`src/rtl/fsq_pkg.sv`:
```
package fsq_pkg;

  localparam int ADDR_W      = 32;
  localparam int WORD_W      = 32;
  localparam int FRAME_BYTES = 32;
  localparam int WORD_BYTES  = 4;

  localparam logic [15:0] SIG_MASK = 16'hF81F;
  localparam logic [15:0] SIG_VAL  = 16'hE809;

  localparam logic [2:0] NARGS_EXIT = 3'd7;

  typedef enum logic [3:0] {
    ST_IDLE,
    ST_GETSP,
    ST_ARG,
    ST_SPDN,
    ST_RA,
    ST_SREG,
    ST_SPUP,
    ST_PC,
    ST_DONE
  } seq_st_e;

  typedef struct packed {
    logic [2:0] nargs;
    logic [1:0] nsav;
    logic       keep_ra;
    logic       is_exit;
  } frame_t;

  // Byte address touched by the current memory step.
  function automatic logic [ADDR_W-1:0] slot_addr(
    input seq_st_e           st,
    input logic [ADDR_W-1:0] sp,
    input frame_t            f,
    input logic [2:0]        idx
  );
    logic [ADDR_W-1:0] top;
    top = f.is_exit ? sp + ADDR_W'(FRAME_BYTES) : sp;
    case (st)
      ST_ARG:  return sp + (ADDR_W'(idx) << 2);
      ST_RA:   return top - ADDR_W'(WORD_BYTES);
      ST_SREG: return top - ((ADDR_W'(idx) + ADDR_W'(f.keep_ra) + ADDR_W'(1)) << 2);
      default: return sp;
    endcase
  endfunction

  // Step that follows the last beat of step `cur`; empty steps are skipped.
  function automatic seq_st_e seq_next(input seq_st_e cur, input frame_t f);
    case (cur)
      ST_GETSP: begin
        if (f.is_exit)
          return f.keep_ra ? ST_RA : ((f.nsav != 2'd0) ? ST_SREG : ST_SPUP);
        else
          return (f.nargs != 3'd0) ? ST_ARG : ST_SPDN;
      end
      ST_ARG:  return ST_SPDN;
      ST_SPDN: return f.keep_ra ? ST_RA : ((f.nsav != 2'd0) ? ST_SREG : ST_DONE);
      ST_RA: begin
        if (f.nsav != 2'd0) return ST_SREG;
        return f.is_exit ? ST_SPUP : ST_DONE;
      end
      ST_SREG: return f.is_exit ? ST_SPUP : ST_DONE;
      ST_SPUP: return ST_PC;
      ST_PC:   return ST_DONE;
      default: return ST_IDLE;
    endcase
  endfunction

  function automatic logic is_mem_step(input seq_st_e st);
    return (st == ST_ARG) || (st == ST_RA) || (st == ST_SREG);
  endfunction

endpackage

```
`src/rtl/fsq_decode.sv`:
```
module fsq_decode
  import fsq_pkg::*;
(
  input  logic        insn_valid,
  input  logic [15:0] insn_word,
  input  logic        pc_odd,
  input  logic        busy,
  output logic        accept,
  output logic        rsvd_pass,
  output frame_t      frame
);

  logic sig_hit;
  logic bad_field;
  logic take;

  assign sig_hit   = pc_odd && ((insn_word & SIG_MASK) == SIG_VAL);
  assign bad_field = (insn_word[10:8] == 3'd5) || (insn_word[10:8] == 3'd6) ||
                     (insn_word[7:6] == 2'd3);
  assign take      = insn_valid && !busy;

  assign accept    = take && sig_hit && !bad_field;
  assign rsvd_pass = take && !(sig_hit && !bad_field);

  always_comb begin
    frame.nargs   = insn_word[10:8];
    frame.nsav    = insn_word[7:6];
    frame.keep_ra = insn_word[5];
    frame.is_exit = (insn_word[10:8] == NARGS_EXIT);
  end

endmodule

```
`src/rtl/fsq_ctrl.sv`:
```
module fsq_ctrl
  import fsq_pkg::*;
#(
  parameter int XLEN     = 32,
  parameter int RIDX_W   = 5,
  parameter int SP_IDX   = 29,
  parameter int RA_IDX   = 31,
  parameter int ARG_BASE = 4,
  parameter int SAV_BASE = 16
) (
  input  logic              clk,
  input  logic              rst_n,
  input  logic              start,
  input  frame_t            start_frame,
  output logic              busy,
  output logic              done,
  output logic              addr_err,
  output logic              err_store,
  output logic [RIDX_W-1:0] rf_rd_addr,
  input  logic [XLEN-1:0]   rf_rd_data,
  output logic              rf_wr_en,
  output logic [RIDX_W-1:0] rf_wr_addr,
  output logic [XLEN-1:0]   rf_wr_data,
  output logic              mem_req,
  output logic              mem_we,
  output logic [ADDR_W-1:0] mem_addr,
  output logic [WORD_W-1:0] mem_wdata,
  input  logic              mem_ack,
  input  logic [WORD_W-1:0] mem_rdata,
  output logic              pc_wr_en,
  output logic [XLEN-1:0]   pc_wr_data
);

  localparam logic [XLEN-1:0]   FRAME_X = XLEN'(FRAME_BYTES);
  localparam logic [RIDX_W-1:0] SP_R    = RIDX_W'(SP_IDX);
  localparam logic [RIDX_W-1:0] RA_R    = RIDX_W'(RA_IDX);

  function automatic logic [XLEN-1:0] sext_word(input logic [WORD_W-1:0] w);
    return XLEN'(signed'(w));
  endfunction

  seq_st_e           st_q;
  frame_t            f_q;
  logic [2:0]        idx_q;
  logic [XLEN-1:0]   sp_q;
  logic              wait_q;
  logic              err_q;

  // Named internal events
  logic [ADDR_W-1:0] step_addr;
  logic              mem_step;
  logic              misalign;
  logic              issue;
  logic              resp;
  logic              step_last;
  logic [RIDX_W-1:0] step_reg;
  seq_st_e           st_after;

  assign step_addr = slot_addr(st_q, sp_q[ADDR_W-1:0], f_q, idx_q);
  assign mem_step  = is_mem_step(st_q);
  assign misalign  = mem_step && !wait_q && (step_addr[1:0] != 2'b00);
  assign issue     = mem_step && !wait_q && !misalign;
  assign resp      = mem_step && wait_q && mem_ack;
  assign st_after  = seq_next(st_q, f_q);

  always_comb begin
    case (st_q)
      ST_ARG:  step_last = (idx_q == (f_q.nargs - 3'd1));
      ST_SREG: step_last = (idx_q == {1'b0, f_q.nsav - 2'd1});
      default: step_last = 1'b1;
    endcase
  end

  always_comb begin
    case (st_q)
      ST_GETSP: step_reg = SP_R;
      ST_ARG:   step_reg = RIDX_W'(ARG_BASE) + RIDX_W'(idx_q);
      ST_RA:    step_reg = RA_R;
      ST_SREG:  step_reg = RIDX_W'(SAV_BASE) + RIDX_W'(idx_q);
      ST_PC:    step_reg = RA_R;
      ST_SPDN:  step_reg = SP_R;
      ST_SPUP:  step_reg = SP_R;
      default:  step_reg = '0;
    endcase
  end

  // Port-facing outputs
  assign busy       = (st_q != ST_IDLE);
  assign done       = (st_q == ST_DONE);
  assign addr_err   = done && err_q;
  assign err_store  = done && err_q && !f_q.is_exit;

  assign rf_rd_addr = step_reg;
  assign mem_req    = issue;
  assign mem_we     = !f_q.is_exit;
  assign mem_addr   = step_addr;
  assign mem_wdata  = rf_rd_data[WORD_W-1:0];

  assign pc_wr_en   = (st_q == ST_PC);
  assign pc_wr_data = rf_rd_data;

  always_comb begin
    rf_wr_en   = 1'b0;
    rf_wr_addr = step_reg;
    rf_wr_data = sext_word(mem_rdata);
    case (st_q)
      ST_SPDN: begin
        rf_wr_en   = 1'b1;
        rf_wr_data = sp_q - FRAME_X;
      end
      ST_SPUP: begin
        rf_wr_en   = 1'b1;
        rf_wr_data = sp_q + FRAME_X;
      end
      default: rf_wr_en = resp && f_q.is_exit;
    endcase
  end

  always_ff @(posedge clk) begin
    if (!rst_n) begin
      st_q   <= ST_IDLE;
      f_q    <= '0;
      idx_q  <= '0;
      sp_q   <= '0;
      wait_q <= 1'b0;
      err_q  <= 1'b0;
    end else begin
      case (st_q)
        ST_IDLE: begin
          if (start) begin
            st_q   <= ST_GETSP;
            f_q    <= start_frame;
            idx_q  <= '0;
            wait_q <= 1'b0;
            err_q  <= 1'b0;
          end
        end
        ST_GETSP: begin
          sp_q <= rf_rd_data;
          st_q <= st_after;
        end
        ST_ARG, ST_RA, ST_SREG: begin
          if (misalign) begin
            err_q <= 1'b1;
            st_q  <= ST_DONE;
          end else if (issue) begin
            wait_q <= 1'b1;
          end else if (resp) begin
            wait_q <= 1'b0;
            if (step_last) begin
              idx_q <= '0;
              st_q  <= st_after;
            end else begin
              idx_q <= idx_q + 3'd1;
            end
          end
        end
        ST_SPDN, ST_SPUP, ST_PC: st_q <= st_after;
        ST_DONE: st_q <= ST_IDLE;
        default: st_q <= ST_IDLE;
      endcase
    end
  end

  // A request is a single-cycle pulse
  p_req_pulse_r9: assert property (@(posedge clk) disable iff (!rst_n)
    mem_req |=> !mem_req);

  // Environment: a response only answers an outstanding request
  p_ack_outstanding_r9: assert property (@(posedge clk) disable iff (!rst_n)
    mem_ack |-> wait_q);

  // Every issued address is word aligned
  p_req_aligned_r8: assert property (@(posedge clk) disable iff (!rst_n)
    mem_req |-> (mem_addr[1:0] == 2'b00));

  // An address error only appears as the closing beat
  p_err_closes_r8: assert property (@(posedge clk) disable iff (!rst_n)
    addr_err |-> done);

  // The PC redirect is the last action before a clean finish
  p_pc_last_r7: assert property (@(posedge clk) disable iff (!rst_n)
    pc_wr_en |=> (done && !addr_err));

  // The stack-pointer update never overlaps a memory request
  p_sp_write_alone_r4: assert property (@(posedge clk) disable iff (!rst_n)
    (rf_wr_en && (rf_wr_addr == SP_R)) |-> !mem_req);

endmodule

```
`src/rtl/frame_seq_top.sv`:
```
module frame_seq_top
  import fsq_pkg::*;
#(
  parameter int XLEN = 32
) (
  input  logic              clk,
  input  logic              rst_n,
  input  logic              insn_valid,
  input  logic [15:0]       insn_word,
  input  logic              pc_odd,
  output logic              rsvd_pass,
  output logic              busy,
  output logic              done,
  output logic              addr_err,
  output logic              err_store,
  output logic [4:0]        rf_rd_addr,
  input  logic [XLEN-1:0]   rf_rd_data,
  output logic              rf_wr_en,
  output logic [4:0]        rf_wr_addr,
  output logic [XLEN-1:0]   rf_wr_data,
  output logic              mem_req,
  output logic              mem_we,
  output logic [31:0]       mem_addr,
  output logic [31:0]       mem_wdata,
  input  logic              mem_ack,
  input  logic [31:0]       mem_rdata,
  output logic              pc_wr_en,
  output logic [XLEN-1:0]   pc_wr_data
);

  logic   accept;
  frame_t dec_frame;

  fsq_decode u_decode (
    .insn_valid (insn_valid),
    .insn_word  (insn_word),
    .pc_odd     (pc_odd),
    .busy       (busy),
    .accept     (accept),
    .rsvd_pass  (rsvd_pass),
    .frame      (dec_frame)
  );

  fsq_ctrl #(
    .XLEN     (XLEN),
    .RIDX_W   (5),
    .SP_IDX   (29),
    .RA_IDX   (31),
    .ARG_BASE (4),
    .SAV_BASE (16)
  ) u_ctrl (
    .clk         (clk),
    .rst_n       (rst_n),
    .start       (accept),
    .start_frame (dec_frame),
    .busy        (busy),
    .done        (done),
    .addr_err    (addr_err),
    .err_store   (err_store),
    .rf_rd_addr  (rf_rd_addr),
    .rf_rd_data  (rf_rd_data),
    .rf_wr_en    (rf_wr_en),
    .rf_wr_addr  (rf_wr_addr),
    .rf_wr_data  (rf_wr_data),
    .mem_req     (mem_req),
    .mem_we      (mem_we),
    .mem_addr    (mem_addr),
    .mem_wdata   (mem_wdata),
    .mem_ack     (mem_ack),
    .mem_rdata   (mem_rdata),
    .pc_wr_en    (pc_wr_en),
    .pc_wr_data  (pc_wr_data)
  );

  // A sequence only starts from a qualifying word
  p_start_sig_r1: assert property (@(posedge clk) disable iff (!rst_n)
    $rose(busy) |-> $past(insn_valid && pc_odd && ((insn_word & SIG_MASK) == SIG_VAL)));

  // Illegal field values never start a sequence
  p_start_fields_r2: assert property (@(posedge clk) disable iff (!rst_n)
    $rose(busy) |-> $past((insn_word[10:8] != 3'd5) && (insn_word[10:8] != 3'd6) &&
                          (insn_word[7:6] != 2'd3)));

  // Busy holds until done, then drops
  p_busy_hold_r10: assert property (@(posedge clk) disable iff (!rst_n)
    (busy && !done) |=> busy);

  p_busy_drop_r10: assert property (@(posedge clk) disable iff (!rst_n)
    done |=> !busy);

  // No pass-on while a sequence runs
  p_rsvd_idle_r10: assert property (@(posedge clk) disable iff (!rst_n)
    rsvd_pass |-> !busy);

endmodule

```
`config.mk`:
```
export PLATFORM = sky130hd
export DESIGN_NAME = frame_seq_top
export DESIGN_NICKNAME = d
export VERILOG_FILES = /design/src/rtl/fsq_pkg.sv /design/src/rtl/fsq_decode.sv /design/src/rtl/fsq_ctrl.sv /design/src/rtl/frame_seq_top.sv
export SDC_FILE = /design/constraint.sdc
export NUM_CORES = 1
export LEC_CHECK = 0
export BUFFER_PORTS_ARGS = -buffer_cell sky130_fd_sc_hd__buf_4
export CAP_MARGIN = 20
export CORE_AREA = 2 2 123 125
export CTS_CLUSTER_DIAMETER = 30
export DETAILED_ROUTE_END_ITERATION = 16
export DIE_AREA = 0 0 125 127
export PLACE_DENSITY = 0.84
export SYNTH_ARGS = -nofsm -noshare
export SYNTH_HDL_FRONTEND = slang
export SYNTH_HIERARCHICAL = 1
export SYNTH_SLANG_ARGS = --single-unit
```
`constraint.sdc`:
```
create_clock -name clk -period 3.9 [get_ports clk]
set_clock_uncertainty 0.1 [all_clocks]
set_input_delay 0.585 -clock clk [delete_from_list [all_inputs] [get_ports clk]]
set_output_delay 0.585 -clock clk [all_outputs]
set_load 0.01 [all_outputs]
```
==> results of run 1 <==
==> metal layers <==
metal  wire (microns)  global-route usage, %  vias up
li1                 -                      -     3745
met1            10500                   41.5     3768
met2            11600                   46.7      576
met3             3120                   6.62       60
met4              711                   8.82        0
met5                0                      0        -
==> through the flow <==
| step | utilization, % | instance area [sq um] | setup slack (ns) | power [mW] | hold slack [ns] |
|---|---|---|---|---|---|
| 2_1_floorplan | - | 6730 | -0.0155 | 1.32 | 0.360 |
| 3_3_place_gp | 58.6 | 8450 | -0.0827 | 1.70 | 0.371 |
| 3_5_place_dp | 58.6 | 8450 | -0.151 | 1.71 | 0.382 |
| 4_1_cts | 61.5 | 8870 | -0.296 | 2.30 | 0.390 |
| 5_1_grt | 64.9 | 9370 | -0.380 | 2.70 | 0.424 |
| 6_report | 64.9 | 9370 | -0.285 | 2.57 | 0.387 |
==> where the power goes <==
group	internal [mW]	total, mW	switching [mW]
registers	0.514	0.561	0.0470
logic	0.797	1.56	0.758
clock network	0.256	0.454	0.198
==> how the worst max path moves through the flow <==
stage                   end  slack (ns)  cells after the start
2_1_floorplan  mem_addr[31]       -0.02                     17
3_3_place_gp   mem_addr[31]       -0.08                     17
3_5_place_dp   mem_addr[31]       -0.15                     17
4_1_cts        mem_addr[31]       -0.30                     17
5_1_grt        mem_addr[11]       -0.38                     18
6_report       mem_addr[11]       -0.29                     15
==> what timing repair did <==
item / in CTS / in global routing
gates cloned: 0 / 2
pin swaps: 31 / 39
resized for setup: 47 / 66
buffers inserted: 8 / 18
endpoints found under the setup margin: 21 / 30
==> state kept, by name (all words and copies together), names as in the netlist <==
name	cells
u_ctrl/idx_q	3
u_ctrl/st_q	4
u_ctrl/wait_q	1
u_ctrl/sp_q	32
u_ctrl/f_q	7
u_ctrl/err_q	1
==> area by class of cell <==
| cell class | instances | share of cell area [%] |
|---|---|---|
| timing repair buffer | 346 | 28.7 |
| multi-input combinational | 728 | 55.8 |
| inverter | 21 | 1.03 |
| tap | 184 | 2.46 |
| clock inverter | 1 | 0.0801 |
| sequential | 48 | 10.4 |
| clock buffer | 7 | 1.52 |
==> logic make-up after synthesis <==
kind of cell,after synthesis,synth area share [%]
AO/OA/AOI/OAI,228,24.6
multiplexers,16,2.46
buffers and inverters,176,14.9
AND/OR/NAND/NOR,401,31.6
flip-flops,48,14.3
adder cells (fa/ha/maj),18,3.58
XOR/XNOR,65,8.49
==> cells in the final DEF, fill, tap and decap left out, types with 8 or more instances in the layout <==
cell type,synthesis,final
dfxtp_1,48,41
a21oi_1,29,27
and2_1,8,8
buf_4,82,334
inv_1,21,16
o21ai_0,38,34
nand4_1,18,18
o221ai_1,19,16
xnor2_1,42,34
nand3_1,25,24
nor3_1,31,26
a221o_1,16,16
nor2b_1,12,12
nor2_1,75,68
ha_1,16,10
o211ai_1,9,9
and3_1,10,10
o22ai_1,13,13
a22o_1,10,10
mux2i_1,12,12
or3_1,11,8
nand2_1,144,139
xnor2_2,0,8
a21boi_0,34,33
nor4_1,15,12
xor2_1,23,22
a22oi_1,12,11
==> worst min-delay path: stages, from the launching register on <==
cell      delay, ns
dfxtp_1        0.32
nand2_1        0.05
a21boi_0       0.06
==> run_results.csv, run 1 <==
group,metric,value,unit
clock_network,cts_buffer_depth,2,
drt,detail_route.wl_per_cell,19.5,microns
grt,overflow,0,
critical_path,r2r_setup_slack,1.29,ns
critical_path,critPathArrivalTime,3.50,ns
critical_path,r2r_start,"u_ctrl/st_q[3]",
yosys,synth_top_area_share,14.3,%
clock_network,cts_tree,"built",
critical_path,crit_chain,"nand2_4, nor3_4, nand4_1, ha_1, nor4_1, a41oi_1, or3_4, or2_4, buf_4, buf_4, nor2_4, xnor2_1, o31ai_1, xor2_1, buf_4",
floorplanning,die_h,127,microns
floorplanning,initial_utilization,46.5,%
timing,tns,-4.03,ns
clock_network,clkTransAtPathRegs,0.07,ns
floorplanning,core,14400,sq um
run_status,outcome,"complete, but fails checks",
critical_path,cp_max_fo,4,
placement,dp_hpwl,19.2,mm
final_layout,num_antenna_cells,0,
yosys,ys.warnings.count,6,
clock_network,clk_latency,0.30,ns
timing,fmax,0.239,GHz
critical_path,cp.buffers_inverters,3,
yosys,yosys.area.top_type,"dfxtp_1",
final_layout,nets,1253,
final_layout,multi_input_comb_area,5230,sq um
yosys,ys_ff_latch,48,
yosys,yosys-top-cells-area,"dfxtp_1 (14%), buf_4 (9.2%), nand2_1 (8.1%)",
placement,place.port_buffers,231,
flow_run,drv_cap,0,
critical_path,crit_path_start,"u_ctrl/st_q[0]",
timing,slew_viol_final,0,
drt,drc,0,
yosys,synth-edff-count,0,
final_layout,area_growth,39.8,%
yosys,postSynthAreaPerCell,7.04,sq um
power_and_ir_drop,ir_worst_vdd,0.000193,V
yosys,synth_fp_nets,1055,
critical_path,critical_path.max_stage_delay,0.42,ns
timing,hold_viol,0,
critical_path,crit_slowest_cell,"or3_4",
yosys,ys_types,76,
timing,setup_viol,22,
timing,worstMarginPinSlew,1.02,ns
clock_network,numCtsBuffers,5,
floorplanning,die_w,125,microns
grt,grt_use_total,29.9,%
drt,viasPerCell,6.10,
clock_network,clock-sinks,48,
critical_path,critPathMostFrequentCell,"buf_4",
critical_path,criticalPathCategory,"flip-flop to output port",
drt,first_iter_violations,1244,
critical_path,startpoint_type,"flip-flop",
drt,postRouteAntennaNets,0,
min_path,hold_end,"u_ctrl/sp_q[24]",
floorplanning,rows,44,
timing,setup_slack,-0.285,ns
final_layout,register_area,975,sq um
clock_network,clock-root-buffer,"clkbuf_16",
timing,period_share,107,%
placement,placed_cells,1299,
final_layout,drive_above_1_share,40.5,%
grt,grt_max_degree,47,
yosys,ys.flop_type,"dfxtp_1",
clock_network,hold_buffers,0,
timing,rsz0062_at_grt,"yes",
grt,antenna_found_initial,0,
final_layout,fillers,1194,
yosys,async_reset_ff_share,0,%
critical_path,end_kind,"output port",
power_and_ir_drop,power_density,274,nW/um^2
drt,first_pass_iters,8,
critical_path,required,3.21,ns
grt,grt_pass1_wl,39.1,mm
drt,vias,8149,
grt,first_global_vias,7426,
yosys,synth_seq_area_share,14.3,%
min_path,hp-start,"u_ctrl/sp_q[24]",
critical_path,worstRegToRegCells,10,
timing,max_slew_margin,31.6,%
yosys,syn_area,6700,sq um
run_status,violations,"negative setup slack",
power_and_ir_drop,p_leak,4.13,nW
clock_network,htreeDepth,2,
yosys,syn_inst,952,
floorplanning,io_pins,232,
critical_path,cp_top_family,"simple AND/OR/NAND/NOR gates",
yosys,ys_top_cells_by_count,"nand2_1 (144), buf_4 (82), nor2_1 (75)",
yosys,synth.most_common_cell,"nand2_1",
min_path,whs_path_depth,2,
final_layout,final_cell_count_no_fill,1335,
min_path,hold_path_class,"flip-flop to flip-flop",
floorplanning,die_area,15900,sq um
timing,layout_min_cycle_time,4.19,ns
critical_path,worstReg2RegEnd,"u_ctrl/idx_q[2]",
drt,routed_wl,26.0,mm
placement,gp_congestion,1.01,
(Power assumes the default switching activity.)
==> run 2: changes to the inputs <==
--- a/config.mk
+++ b/config.mk
@@ -5,13 +5,14 @@
 export SDC_FILE = /design/constraint.sdc
 export NUM_CORES = 1
 export LEC_CHECK = 0
-export BUFFER_PORTS_ARGS = -buffer_cell sky130_fd_sc_hd__buf_4
+export BUFFER_PORTS_ARGS = -buffer_cell sky130_fd_sc_hd__buf_2
 export CAP_MARGIN = 20
 export CORE_AREA = 2 2 123 125
 export CTS_CLUSTER_DIAMETER = 30
 export DETAILED_ROUTE_END_ITERATION = 16
 export DIE_AREA = 0 0 125 127
 export PLACE_DENSITY = 0.84
+export RECOVER_POWER = 25
 export SYNTH_ARGS = -nofsm -noshare
 export SYNTH_HDL_FRONTEND = slang
 export SYNTH_HIERARCHICAL = 1
==> run 2 against run 1 <==
Effect of this change: the flow still finishes with violations (negative setup slack); sequential share of layout area rose by 0.89 points; global-route usage is 0.68 points lower; design area decreased by 8.4%; critical path depth rose by 3; die area did not move; maximum frequency grew 0.11%; sequential power about the same; critical path type unchanged.
==> run_results.csv, run 2 (synthesized netlist as in run 1, its figures left out) <==
group,metric,value,unit
run_status,outcome,"complete, but fails checks",
run_status,violations,"negative setup slack",
final_layout,largest_reg_flops,32,
final_layout,drive_above_1_share,35.7,%
timing,setup_viol,18,
final_layout,final_common_cell,"buf_2",
clock_network,cts_tree,"built",
timing,period_share,107,%
critical_path,cp_max_fo,3,
clock_network,clk_latency,0.29,ns
drt,detail_route.wl_per_cell,19.0,microns
final_layout,fillers,1314,
timing,fmax,0.239,GHz
grt,grt_pass1_wl,38.1,mm
clock_network,htreeDepth,2,
critical_path,worstReg2RegEnd,"u_ctrl/idx_q[0]",
drt,drc,0,
critical_path,crit_slowest_cell,"or3_4",
grt,antenna_found_initial,0,
timing,hold_viol,0,
drt,first_pass_iters,8,
clock_network,hold_buffers,0,
timing,hold_ws,0.387,ns
final_layout,area_growth,28.1,%
grt,grt_max_degree,47,
critical_path,critical_path.max_stage_delay,0.37,ns
critical_path,worstRegToRegCells,9,
grt,grt_use_total,29.2,%
flow_run,drv_cap,0,
power_and_ir_drop,ir_worst_vdd,0.000172,V
critical_path,r2r_start,"u_ctrl/st_q[3]",
critical_path,r2r_setup_slack,0.99,ns
drt,viasPerCell,6.15,
placement,place.port_buffers,231,
floorplanning,initial_utilization,46.5,%
power_and_ir_drop,power_density,292,nW/um^2
final_layout,fin_util,59.5,%
clock_network,clock-root-buffer,"clkbuf_16",
final_layout,largest-register,"u_ctrl/sp_q",
drt,postRouteAntennaNets,0,
critical_path,crit_chain,"inv_2, ha_4, inv_4, ha_4, xor2_2, nand2_2, ha_1, nand3b_1, a21boi_2, or3_4, or2_4, buf_4, buf_4, nor2_4, xnor2_1, o31ai_2, xor2_1, buf_2",
floorplanning,rows,44,
grt,overflow,0,
floorplanning,io_pins,232,
final_layout,register_area,970,sq um
timing,slew_viol_final,0,
timing,setup_slack,-0.280,ns
drt,first_iter_violations,1176,
final_layout,nets,1252,
timing,max_slew_margin,34.8,%
power_and_ir_drop,p_leak,3.78,nW
clock_network,cts_buffer_depth,2,
timing,layout_min_cycle_time,4.18,ns
placement,gp_congestion,0.989,
drt,routed_wl,25.4,mm
clock_network,clkTransAtPathRegs,0.06,ns
placement,dp_hpwl,18.8,mm
floorplanning,core,14400,sq um
floorplanning,die_w,125,microns
final_layout,num_antenna_cells,0,
power_and_ir_drop,power,2.51,mW
drt,vias,8199,
floorplanning,die_area,15900,sq um
timing,rsz0062_at_grt,"yes",
placement,dpl_worst_slack,-0.134,ns
critical_path,critPathArrivalTime,3.50,ns
clock_network,numCtsBuffers,5,
final_layout,reg_top3,"u_ctrl/sp_q (32), u_ctrl/f_q (7), u_ctrl/st_q (4)",
critical_path,crit_path_start,"u_ctrl/f_q[1]",
critical_path,end_kind,"output port",
final_layout,final_cell_mix,"buf_2 (191), nand2_1 (139), buf_4 (102)",
final_layout,multi_input_comb_area,5130,sq um
critical_path,startpoint_type,"flip-flop",
critical_path,worstSetupEndpoint,"mem_addr[11]",
clock_network,clock-sinks,48,
floorplanning,die_h,127,microns
timing,worstMarginPinSlew,0.975,ns
critical_path,criticalPathCategory,"flip-flop to output port",
critical_path,required,3.21,ns
grt,first_global_vias,7196,
min_path,hold_path_class,"flip-flop to flip-flop",
run 2: timing repair:
item,CTS,global route
setup endpoints to repair,22,30
pin swaps,31,34
buffers inserted,11,23
cloned,0,2
gates resized for setup,40,54
run 2: worst max-delay path: cells and delay by family, from the launching register on:
kind	cells	cell delay, ns
xor+xnor	3	0.43
fa+ha+maj	3	0.60
buf+inv	5	0.58
compound gates	2	0.32
flops	1	0.33
simple gates	5	0.94
run 2: routing by layer:
metal | vias up | global-route usage [%] | part of all wire, %
met2 | 658 | 45.4 | 44
met3 | 77 | 5.74 | 12
met1 | 3736 | 41.2 | 41
li1 | 3728 | - | -
met4 | 0 | 8.43 | 3.0
met5 | - | 0 | 0
run 2: through the flow:
step	setup TNS [ns]	cells	area [sq um]
3_5_place_dp	-0.574	1291	7800
4_1_cts	-2.53	1310	8230
3_3_place_gp	-0.175	1291	7800
5_1_grt	-5.69	1334	8580
6_report	-3.16	1334	8580
2_1_floorplan	-0.0155	952	6730
run 2: power by group:
part           switching (mW)  internal (mW)  total (mW)
Combinational           0.742          0.710        1.45
Clock                   0.190          0.302       0.492
Sequential             0.0462          0.515       0.561
run 2: worst min path at each step:
stage	end	cells past startpoint	startpoint	slack, ns
final	u_ctrl/sp_q[22]	2	u_ctrl/sp_q[22]	0.39
after CTS	u_ctrl/sp_q[22]	2	u_ctrl/sp_q[22]	0.39
after global routing	u_ctrl/err_q	1	u_ctrl/err_q	0.42
after detailed placement	u_ctrl/sp_q[22]	2	u_ctrl/sp_q[22]	0.38
after global placement	u_ctrl/sp_q[22]	2	u_ctrl/sp_q[22]	0.37
after floorplan	u_ctrl/sp_q[2]	2	u_ctrl/sp_q[2]	0.36
run 2: layout make-up:
cell class,instances,area share (%)
clock inverter,2,0.408
tap,184,2.68
timing repair buffer,345,23.3
inverter,21,1.01
clock buffer,6,1.50
sequential,48,11.3
multi-input combinational,728,59.8
==> run 3: changes to the inputs <==
--- a/config.mk
+++ b/config.mk
@@ -7,11 +7,13 @@
 export LEC_CHECK = 0
 export BUFFER_PORTS_ARGS = -buffer_cell sky130_fd_sc_hd__buf_2
 export CAP_MARGIN = 20
-export CORE_AREA = 2 2 123 125
+export CELL_PAD_IN_SITES_DETAIL_PLACEMENT = 1
+export CELL_PAD_IN_SITES_GLOBAL_PLACEMENT = 1
+export CORE_AREA = 2 2 146 148
 export CTS_CLUSTER_DIAMETER = 30
 export DETAILED_ROUTE_END_ITERATION = 16
-export DIE_AREA = 0 0 125 127
-export PLACE_DENSITY = 0.84
+export DIE_AREA = 0 0 148 150
+export PLACE_DENSITY = 0.85
 export RECOVER_POWER = 25
 export SYNTH_ARGS = -nofsm -noshare
 export SYNTH_HDL_FRONTEND = slang
==> run 3 against run 2 <==
Effect of this change: the run still ends with negative setup slack left; global-route usage is 2.4 points lower; hold slack better by 0.030 ns; combinational power is 8% higher; critical endpoint is now mem_addr[15]; largest cell class unchanged; highest routed layer unchanged.
==> run_results.csv, run 3 (synthesized netlist as in run 1, its figures left out) <==
group,metric,value,unit
run_status,outcome,"complete, but fails checks",
run_status,violations,"negative setup slack",
drt,detail_route.wl_per_cell,22.0,microns
min_path,hold_path_class,"flip-flop to flip-flop",
critical_path,required,3.21,ns
critical_path,critPathMostFrequentCell,"ha_4",
clock_network,numCtsBuffers,5,
grt,grt_max_degree,47,
drt,viasPerCell,5.90,
grt,grt_use_total,26.8,%
critical_path,cp_max_fo,4,
timing,slew_viol_final,0,
timing,rsz0062_at_grt,"yes",
drt,drc,0,
clock_network,clock-root-buffer,"clkbuf_16",
clock_network,clkTransAtPathRegs,0.07,ns
critical_path,end_kind,"output port",
drt,first_iter_violations,980,
grt,antenna_found_initial,0,
grt,grt_pass1_wl,46.9,mm
floorplanning,die_w,148,microns
critical_path,critPathArrivalTime,3.64,ns
critical_path,crit_path_start,"u_ctrl/idx_q[0]",
critical_path,crit_slowest_cell,"or3_4",
placement,dp_hpwl,23.0,mm
final_layout,largest-register,"u_ctrl/sp_q",
timing,hold_viol,0,
min_path,hp-start,"u_ctrl/err_q",
floorplanning,rows,53,
clock_network,cts_tree,"built",
power_and_ir_drop,power_density,297,nW/um^2
clock_network,clk_latency,0.31,ns
placement,dpl_worst_slack,-0.163,ns
clock_network,clock-sinks,48,
timing,max_slew_margin,25.3,%
floorplanning,die_area,22200,sq um
power_and_ir_drop,ir_worst_vdd,0.000218,V
power_and_ir_drop,p_leak,3.86,nW
drt,postRouteAntennaNets,0,
timing,tns,-5.34,ns
floorplanning,io_pins,232,
floorplanning,die_h,150,microns
placement,gp_congestion,0.984,
critical_path,startpoint_type,"flip-flop",
critical_path,criticalPathCategory,"flip-flop to output port",
final_layout,largest_reg_flops,32,
drt,routed_wl,31.5,mm
critical_path,critical_path.max_stage_delay,0.39,ns
critical_path,r2r_start,"u_ctrl/st_q[3]",
grt,overflow,0,
drt,first_pass_iters,5,
power_and_ir_drop,power,2.65,mW
timing,fmax,0.231,GHz
final_layout,reg_top3,"u_ctrl/sp_q (32), u_ctrl/f_q (7), u_ctrl/st_q (4)",
final_layout,num_antenna_cells,0,
timing,setup_slack,-0.427,ns
timing,period_share,111,%
placement,place.port_buffers,231,
floorplanning,core,20700,sq um
timing,hold_ws,0.417,ns
flow_run,drv_cap,0,
final_layout,drive_above_1_share,37.7,%
timing,setup_viol,23,
clock_network,htreeDepth,2,
clock_network,cts_buffer_depth,2,
critical_path,crit_chain,"inv_2, ha_4, inv_4, ha_4, xor2_1, nand2_1, ha_4, a21oi_4, a21boi_2, or3_4, or2_4, buf_4, nor2_4, nand2_4, a31oi_4, o32ai_4, xor2_1, buf_2",
floorplanning,initial_utilization,32.4,%
timing,layout_min_cycle_time,4.33,ns
final_layout,final_common_cell,"buf_2",
final_layout,nets,1261,
final_layout,area_growth,32.8,%
drt,vias,8460,
final_layout,final_cell_mix,"buf_2 (190), nand2_1 (138), buf_4 (111)",
grt,first_global_vias,8353,
timing,worstMarginPinSlew,1.12,ns
## run 3: changes by cell type in the layout (fill, tap and decap cells not counted), moves of 3 or more
cell	delta
buf_4	+9
nor4_2	+3
o221ai_1	-3
o221ai_2	+3
## run 3: final timing paths
| kind | endpoint | slack (ns) | cells past startpoint |
|---|---|---|---|
| worst max register to register | u_ctrl/idx_q[2] | 0.89 | 9 |
| worst max-delay path | mem_addr[15] | -0.43 | 18 |
| worst min register to register | u_ctrl/err_q | 0.42 | 1 |
| worst min-delay path | u_ctrl/err_q | 0.42 | 1 |
## run 3: metrics by stage
step,instances,area (sq um),utilization (%)
after global routing,1434,8900,43.0
final,1434,8900,43.0
after floorplan,952,6730,-
after global placement,1392,7990,38.6
after CTS,1426,8630,41.7
after detailed placement,1392,7990,38.6
## run 3: final cells by class
class / count / area, sq um
Clock buffer: 5 / 125
Clock inverter: 3 / 46.3
Fill cell: 2652 / 11800
Inverter: 21 / 96.3
Multi-Input combinational cell: 728 / 5220
Sequential cell: 48 / 975
Tap cell: 275 / 344
Timing Repair Buffer: 354 / 2100
## run 3: repair_timing
item                                    in CTS  in global routing
hold buffers                                 0                  0
gates cloned                                 0                  1
endpoints found under the setup margin      29                 32
setup buffers                               26                 13
pin swaps                                   28                 46
gates resized for setup                     61                 60
## run 3: power by group
part,switching [mW],total (mW),internal (mW)
clock,0.216,0.522,0.305
sequential,0.0429,0.557,0.514
combinational,0.814,1.57,0.754
## run 3: worst max-delay path: cells and delay by family (launching register included)
kind	cells	cell delay, ns
AND/OR/NAND/NOR	5	1.03
AO/OA/AOI/OAI	4	0.61
adder cells (fa/ha/maj)	3	0.56
buffers and inverters	4	0.45
flip-flops	1	0.34
XOR/XNOR	2	0.34
## run 3: routing by layer
layer | wire (microns) | vias to the layer above | track usage, %
li1 | - | 3755 | -
met1 | 12900 | 4130 | 35.2
met2 | 14600 | 482 | 43.3
met3 | 2630 | 93 | 4.33
met4 | 1390 | 0 | 12.3
met5 | 0 | - | 0
